$ cat src/rtl/str_isolate_pkg.sv
package str_isolate_pkg;
  localparam int unsigned VEC_W = 128;
  localparam logic [3:0] CC_HIT  = 4'b0010;
  localparam logic [3:0] CC_MISS = 4'b0000;

  typedef enum logic [1:0] {
    OP_B_LEFT  = 2'd0,
    OP_B_RIGHT = 2'd1,
    OP_H_LEFT  = 2'd2,
    OP_H_RIGHT = 2'd3
  } iso_op_e;
endpackage

$ cat src/rtl/str_zero_scan.sv
// Priority search for first all-zero element; pos_o is 1-based, N+1 on miss.
module str_zero_scan #(
  parameter int unsigned N  = 16,
  parameter int unsigned EW = 8,
  localparam int unsigned PW = $clog2(N + 2)
) (
  input  logic [N*EW-1:0] vec_i,
  input  logic            from_right_i,
  output logic [PW-1:0]   pos_o,
  output logic            found_o
);
  logic [N-1:0] zero_e;

  for (genvar e = 0; e < N; e++) begin : g_zero
    assign zero_e[e] = (vec_i[e*EW +: EW] == '0);
  end

  always_comb begin
    pos_o   = PW'(N + 1);
    found_o = 1'b0;
    for (int j = 0; j < N; j++) begin
      if (!found_o && zero_e[from_right_i ? j : (N - 1 - j)]) begin
        pos_o   = PW'(j + 1);
        found_o = 1'b1;
      end
    end
  end

  always_comb begin
    AST_SCAN_POS: assert (found_o == (pos_o <= PW'(N)));
  end
endmodule

$ cat src/rtl/str_len_mask.sv
// Keeps keep_i elements counted from the chosen end.
module str_len_mask #(
  parameter int unsigned N  = 16,
  parameter int unsigned EW = 8,
  localparam int unsigned KW = $clog2(N + 1)
) (
  input  logic [KW-1:0]   keep_i,
  input  logic            from_right_i,
  output logic [N*EW-1:0] mask_o
);
  for (genvar e = 0; e < N; e++) begin : g_lane
    logic in_left, in_right;
    assign in_right = ({1'b0, KW'(e)} < {1'b0, keep_i});
    assign in_left  = ({1'b0, KW'(e)} + {1'b0, keep_i} >= (KW + 1)'(N));
    assign mask_o[e*EW +: EW] = {EW{from_right_i ? in_right : in_left}};
  end

  always_comb begin
    AST_FULL_MASK: assert (keep_i != KW'(N) || (&mask_o));
  end
endmodule

$ cat src/rtl/str_isolate.sv
module str_isolate
  import str_isolate_pkg::*;
#(
  parameter bit OUT_REG = 1'b1
) (
  input  logic             clk_i,
  input  logic             rst_ni,
  input  logic             valid_i,
  input  logic [1:0]       op_i,
  input  logic             rec_i,
  input  logic [VEC_W-1:0] vec_i,
  output logic             valid_o,
  output logic [VEC_W-1:0] vec_o,
  output logic [3:0]       cc_o
);
  localparam int unsigned NB  = VEC_W / 8;
  localparam int unsigned NH  = VEC_W / 16;
  localparam int unsigned BPW = $clog2(NB + 2);
  localparam int unsigned HPW = $clog2(NH + 2);
  localparam int unsigned BKW = $clog2(NB + 1);
  localparam int unsigned HKW = $clog2(NH + 1);

  iso_op_e op;
  logic    from_right, half_sel;
  assign op         = iso_op_e'(op_i);
  assign from_right = (op == OP_B_RIGHT) || (op == OP_H_RIGHT);
  assign half_sel   = (op == OP_H_LEFT) || (op == OP_H_RIGHT);

  logic [BPW-1:0]   b_pos;
  logic [HPW-1:0]   h_pos;
  logic             b_found, h_found;
  logic [BKW-1:0]   b_keep;
  logic [HKW-1:0]   h_keep;
  logic [VEC_W-1:0] b_mask, h_mask;

  str_zero_scan #(.N(NB), .EW(8)) u_scan_b (
    .vec_i(vec_i), .from_right_i(from_right), .pos_o(b_pos), .found_o(b_found));
  str_zero_scan #(.N(NH), .EW(16)) u_scan_h (
    .vec_i(vec_i), .from_right_i(from_right), .pos_o(h_pos), .found_o(h_found));

  // keep count = position on hit, all elements on miss
  assign b_keep = b_found ? b_pos[BKW-1:0] : BKW'(NB);
  assign h_keep = h_found ? h_pos[HKW-1:0] : HKW'(NH);

  str_len_mask #(.N(NB), .EW(8)) u_mask_b (
    .keep_i(b_keep), .from_right_i(from_right), .mask_o(b_mask));
  str_len_mask #(.N(NH), .EW(16)) u_mask_h (
    .keep_i(h_keep), .from_right_i(from_right), .mask_o(h_mask));

  logic [VEC_W-1:0] res_vec;
  logic [3:0]       res_cc;
  logic             hit;
  assign hit     = half_sel ? h_found : b_found;
  assign res_vec = vec_i & (half_sel ? h_mask : b_mask);
  assign res_cc  = (rec_i && hit) ? CC_HIT : CC_MISS;

  if (OUT_REG) begin : g_reg
    always_ff @(posedge clk_i or negedge rst_ni) begin
      if (!rst_ni) begin
        valid_o <= 1'b0;
        vec_o   <= '0;
        cc_o    <= CC_MISS;
      end else begin
        valid_o <= valid_i;
        if (valid_i) begin
          vec_o <= res_vec;
          cc_o  <= res_cc;
        end
      end
    end

    AST_VALID_NEXT: assert property (@(posedge clk_i) disable iff (!rst_ni)
      valid_i |=> valid_o);
    AST_IDLE_HOLD: assert property (@(posedge clk_i) disable iff (!rst_ni)
      !valid_i |=> (!valid_o && $stable(vec_o) && $stable(cc_o)));
    AST_SUBSET: assert property (@(posedge clk_i) disable iff (!rst_ni)
      valid_i |=> ((vec_o & ~$past(vec_i)) == '0));
    AST_MISS_PASS: assert property (@(posedge clk_i) disable iff (!rst_ni)
      (valid_i && rec_i) |=> (cc_o != CC_MISS || vec_o == $past(vec_i)));
    AST_NOREC_CC: assert property (@(posedge clk_i) disable iff (!rst_ni)
      (valid_i && !rec_i) |=> (cc_o == CC_MISS));
    AST_CC_CODE: assert property (@(posedge clk_i) disable iff (!rst_ni)
      valid_o |-> (cc_o == CC_MISS || cc_o == CC_HIT));
  end else begin : g_comb
    assign valid_o = valid_i;
    assign vec_o   = res_vec;
    assign cc_o    = res_cc;
  end
endmodule

$ cat config.mk
export PLATFORM = sky130hd
export DESIGN_NAME = str_isolate
export DESIGN_NICKNAME = d
export VERILOG_FILES = /design/src/rtl/str_isolate_pkg.sv /design/src/rtl/str_zero_scan.sv /design/src/rtl/str_len_mask.sv /design/src/rtl/str_isolate.sv
export SDC_FILE = /design/constraint.sdc
export NUM_CORES = 1
export LEC_CHECK = 0
export BUFFER_PORTS_ARGS = -buffer_cell sky130_fd_sc_hd__buf_2
export CAP_MARGIN = 40
export CORE_AREA = 2 2 166 168
export DETAILED_ROUTE_END_ITERATION = 10
export DIE_AREA = 0 0 168 170
export GPL_ROUTABILITY_DRIVEN = 0
export SLEW_MARGIN = 5
export SYNTH_ARGS = -nofsm -noshare
export SYNTH_HDL_FRONTEND = slang
export SYNTH_SLANG_ARGS = --single-unit
$ cat constraint.sdc
create_clock -name clk_i -period 0.9 [get_ports clk_i]
set_input_delay 0.09 -clock clk_i [delete_from_list [all_inputs] [get_ports clk_i]]
set_output_delay 0.09 -clock clk_i [all_outputs]
set_load 0.02 [all_outputs]
==> metrics.txt <==
min Tclk post-route=2.30 ns; top_reg_cell synth=dfrtp_1; Worst path max stage delay=about 0.54 ns; Final Non-Filler Cells=approximately 1,600; Final HPWL DP=about 18,000 um; Reg power frac=33.6%; vias in the first global route=7,521; met3 usage in global routing=4.21%; GRT Resource Usage Total=~18%; fill cell count=~2,300; CP top delay family=simple AND/OR/NAND/NOR gates; clk buf depth=2; diode count=0; dpl ws=-1.98 ns; Syn Area/Cell=between 10 and 15 um^2; synth warn=0; Layout area overhead=105%; ANT nets after route=0; largest net degree at the start of global routing=50; FP Rows=60; routed vias=7,789; LEAKAGE=approximately 6.5 nW; fin util=between 50 and 60%; H-tree depth=4; Hold Violations, Final=0; CTS sink count=130; failing checks=setup timing; Inst Count DP=roughly 1,400; clock latency on the worst-skew pair=~0.41 ns; NetSw=6.33 mW; Clk pwr share=36.2%; CP Capture Type=register; final setup TNS=-185.51 ns; status=complete, but fails checks; Worst Hold Class=input port to register; Peak VDD IR=approximately 1.1 mV; Yosys reg bits=130; critical-path cell list=buf_6 -> or4_4 -> or3_4 -> o2111ai_4 -> buf_6 -> nor4_4 -> buf_6 -> nand4_1 -> buf_4 -> nand3b_1 -> a21boi_2 -> buf_12 -> nor2_2; Critical Path Source=vec_i[105]; Post-synth EDFFs=0; highest-delay cell along the critical path=or4_4; grt met2 use=between 30% and 40%; WP data required=1.21 ns; CP Max Fanout=8; Synth cell types=63; setup ws final=-1.40 ns; die width=168 um; # IOs=about 270; global route overflow=0; initial antenna violation count=0; CP arrival=~2.6 ns; CTS Buf Count=17; Vias per Instance=approximately 5; met1 Use GR=21.7%; Clock Pin Slew Worst Setup and Hold Paths=~0.060 ns; Layout Skew=0 ns; number of port buffers=approximately 260; final worst path period share=255%; Die Ht=170 um; hold slack final=approximately 0.021 ns; Layout Nets=about 1,400; WL/cell=between 15 and 20 um; worst setup path category=input port to register; sequential fraction of the synthesis area=roughly half; Root Buffer Master=clkbuf_16; Post-Syn Area=between 6000 and 7000 um^2; Int Power=14.6 mW; RSZ-0062 raised after global routing=yes; final wirelength=roughly 29,000 um; Residual DRC=0; Final setup viols=about 260; DRT iter0 DRCs=about 350; FMAX=0.435 GHz; Synth async-reset ratio=100%; Core Region=~27,000 um^2; Slew @ Worst Pin=0.492 ns; busiest grt layer=met2; PwrDens=between 1500 and 2000 nW/um^2; full die area=around 29,000 um^2; Switching Fraction=a little under a third; crit-path most repeated cell=buf_6; initial core utilization=24.8%; Startpoint Class=input port; Pins Over Slew Limit=0; First-pass DRT Iterations=5; HP Start=vec_i[69]; Max-Cap Viols=0; CP bufs+invs=5; Comb pwr share=a little under a third; first-pass GRT wire length=~40,000 um; CTS tree=done; layout cell share with drive strength beyond 1=about 56%; slew margin rel.=approximately two thirds; reg2reg start=vec_o[21]; Mapped Cells=about 640
## state kept, by name, summed over array words and instances, names as in the netlist
register,flops
valid_o,1
vec_o,128
cc_o,1
## logic make-up (layout without fill, tap and decap cells)
kind of cell	Yosys count	after routing	share of synthesized area, %
compound gates	121	121	15.0
buf+inv	37	647	2.48
flops	130	130	49.3
mux	96	96	14.5
other cells	1	3	0.0568
simple gates	253	253	18.6
## metal layers
metal  routed length [um]  vias to the layer above  share of wire [%]
met5                    0                        -                  0
met4                  831                        0                2.9
met3                 1690                       64                5.9
met2                14500                      297                 50
met1                11700                     3835                 41
li1                     -                     3593                  -
## tightest hold or removal path: stages
cell and delay, ns:
buf_2 0.09, mux2i_1 0.08, a21oi_1 0.13
## per-stage QoR
stage	power (mW)	area, um^2
after floorplan	9.02	6690
after global placement	11.1	9940
after detailed placement	11.2	9940
after CTS	19.2	11600
after global routing	21.8	13500
final	20.9	13500
## cells in the mapped netlist (3+ instances only)
| master | number | share of area [%] |
|---|---|---|
| dfrtp_1 | 130 | 49 |
| nor2_1 | 104 | 5.9 |
| mux2i_1 | 96 | 15 |
| nand2_1 | 36 | 2.0 |
| nor4_1 | 34 | 3.2 |
| clkbuf_1 | 23 | 1.3 |
| a21oi_1 | 20 | 1.5 |
| nand3_1 | 19 | 1.4 |
| a22o_1 | 18 | 2.4 |
| nor3_1 | 14 | 1.1 |
| o21ai_0 | 10 | 0.76 |
| or4_1 | 10 | 1.1 |
| a31o_2 | 8 | 1.1 |
| and3_1 | 8 | 0.76 |
| nor2b_1 | 8 | 0.76 |
| o2bb2ai_1 | 8 | 1.1 |
| nand4_1 | 6 | 0.57 |
| o2111ai_1 | 6 | 0.80 |
| buf_2 | 5 | 0.38 |
| a31oi_1 | 4 | 0.38 |
| inv_1 | 4 | 0.23 |
| o21ai_1 | 4 | 0.30 |
| and2_1 | 3 | 0.28 |
| buf_4 | 3 | 0.34 |
| o211ai_1 | 3 | 0.34 |
| o21bai_1 | 3 | 0.34 |
| o22ai_1 | 3 | 0.28 |
## power groups by stage
stage	Combinational, mW	Sequential (mW)	Clock [mW]
2_1_floorplan	1.26	7.76	0
3_3_place_gp	4.18	6.96	0
3_5_place_dp	4.24	6.95	0
4_1_cts	4.61	6.87	7.74
5_1_grt	6.68	7.09	8.06
6_report	6.31	7.04	7.58
## cells in the final DEF, fill, tap and decap left out, types with 6 or more instances in the layout
| cell type | netlist | final |
|---|---|---|
| a31o_2 | 8 | 8 |
| nor2_1 | 104 | 52 |
| nand4_1 | 6 | 6 |
| a22o_1 | 18 | 18 |
| o2bb2ai_1 | 8 | 8 |
| nor4_2 | 1 | 15 |
| o21ai_2 | 0 | 6 |
| mux2i_1 | 96 | 96 |
| a21oi_1 | 20 | 15 |
| nor2_4 | 0 | 35 |
| nand2_1 | 36 | 33 |
| dfrtp_1 | 130 | 130 |
| nor4_1 | 34 | 17 |
| or4_1 | 10 | 8 |
| buf_4 | 3 | 243 |
| buf_12 | 0 | 16 |
| buf_2 | 5 | 129 |
| nor2b_1 | 8 | 8 |
| clkbuf_16 | 0 | 17 |
| and3_1 | 8 | 7 |
| nand3_1 | 19 | 17 |
| nor2_2 | 0 | 17 |
| nor3_1 | 14 | 11 |
| dlygate4sd3_1 | 0 | 79 |
| buf_6 | 1 | 144 |
## worst paths after layout
| check | slack (ns) | cells after the start | end |
|---|---|---|---|
| worst min register to register | 0.51 | 1 | vec_o[3] |
| max in group asynchronous | 0.27 | 3 | vec_o[2] |
| worst max-delay path | -1.40 | 13 | vec_o[37] |
| worst min-delay path | 0.02 | 3 | vec_o[69] |
| min in group asynchronous | 0.08 | 2 | vec_o[91] |
| worst max register to register | -0.08 | 3 | vec_o[21] |
## cell type report
class	instances	area (um^2)	share of cell area [%]
clock inverter	14	200	1.48
timing repair buffer	611	5200	38.5
inverter	4	18.8	0.139
sequential	130	3250	24.1
multi-input combinational	473	3990	29.5
clock buffer	18	439	3.25
tap	341	427	3.15
## what timing repair did
action	in CTS	in global routing
hold buffers	79	0
resized for setup	45	392
pin swaps	18	73
setup endpoints to repair	259	259
endpoints found under the hold margin	208	0
setup buffers	9	68
Power figures use the tool's default switching activity.
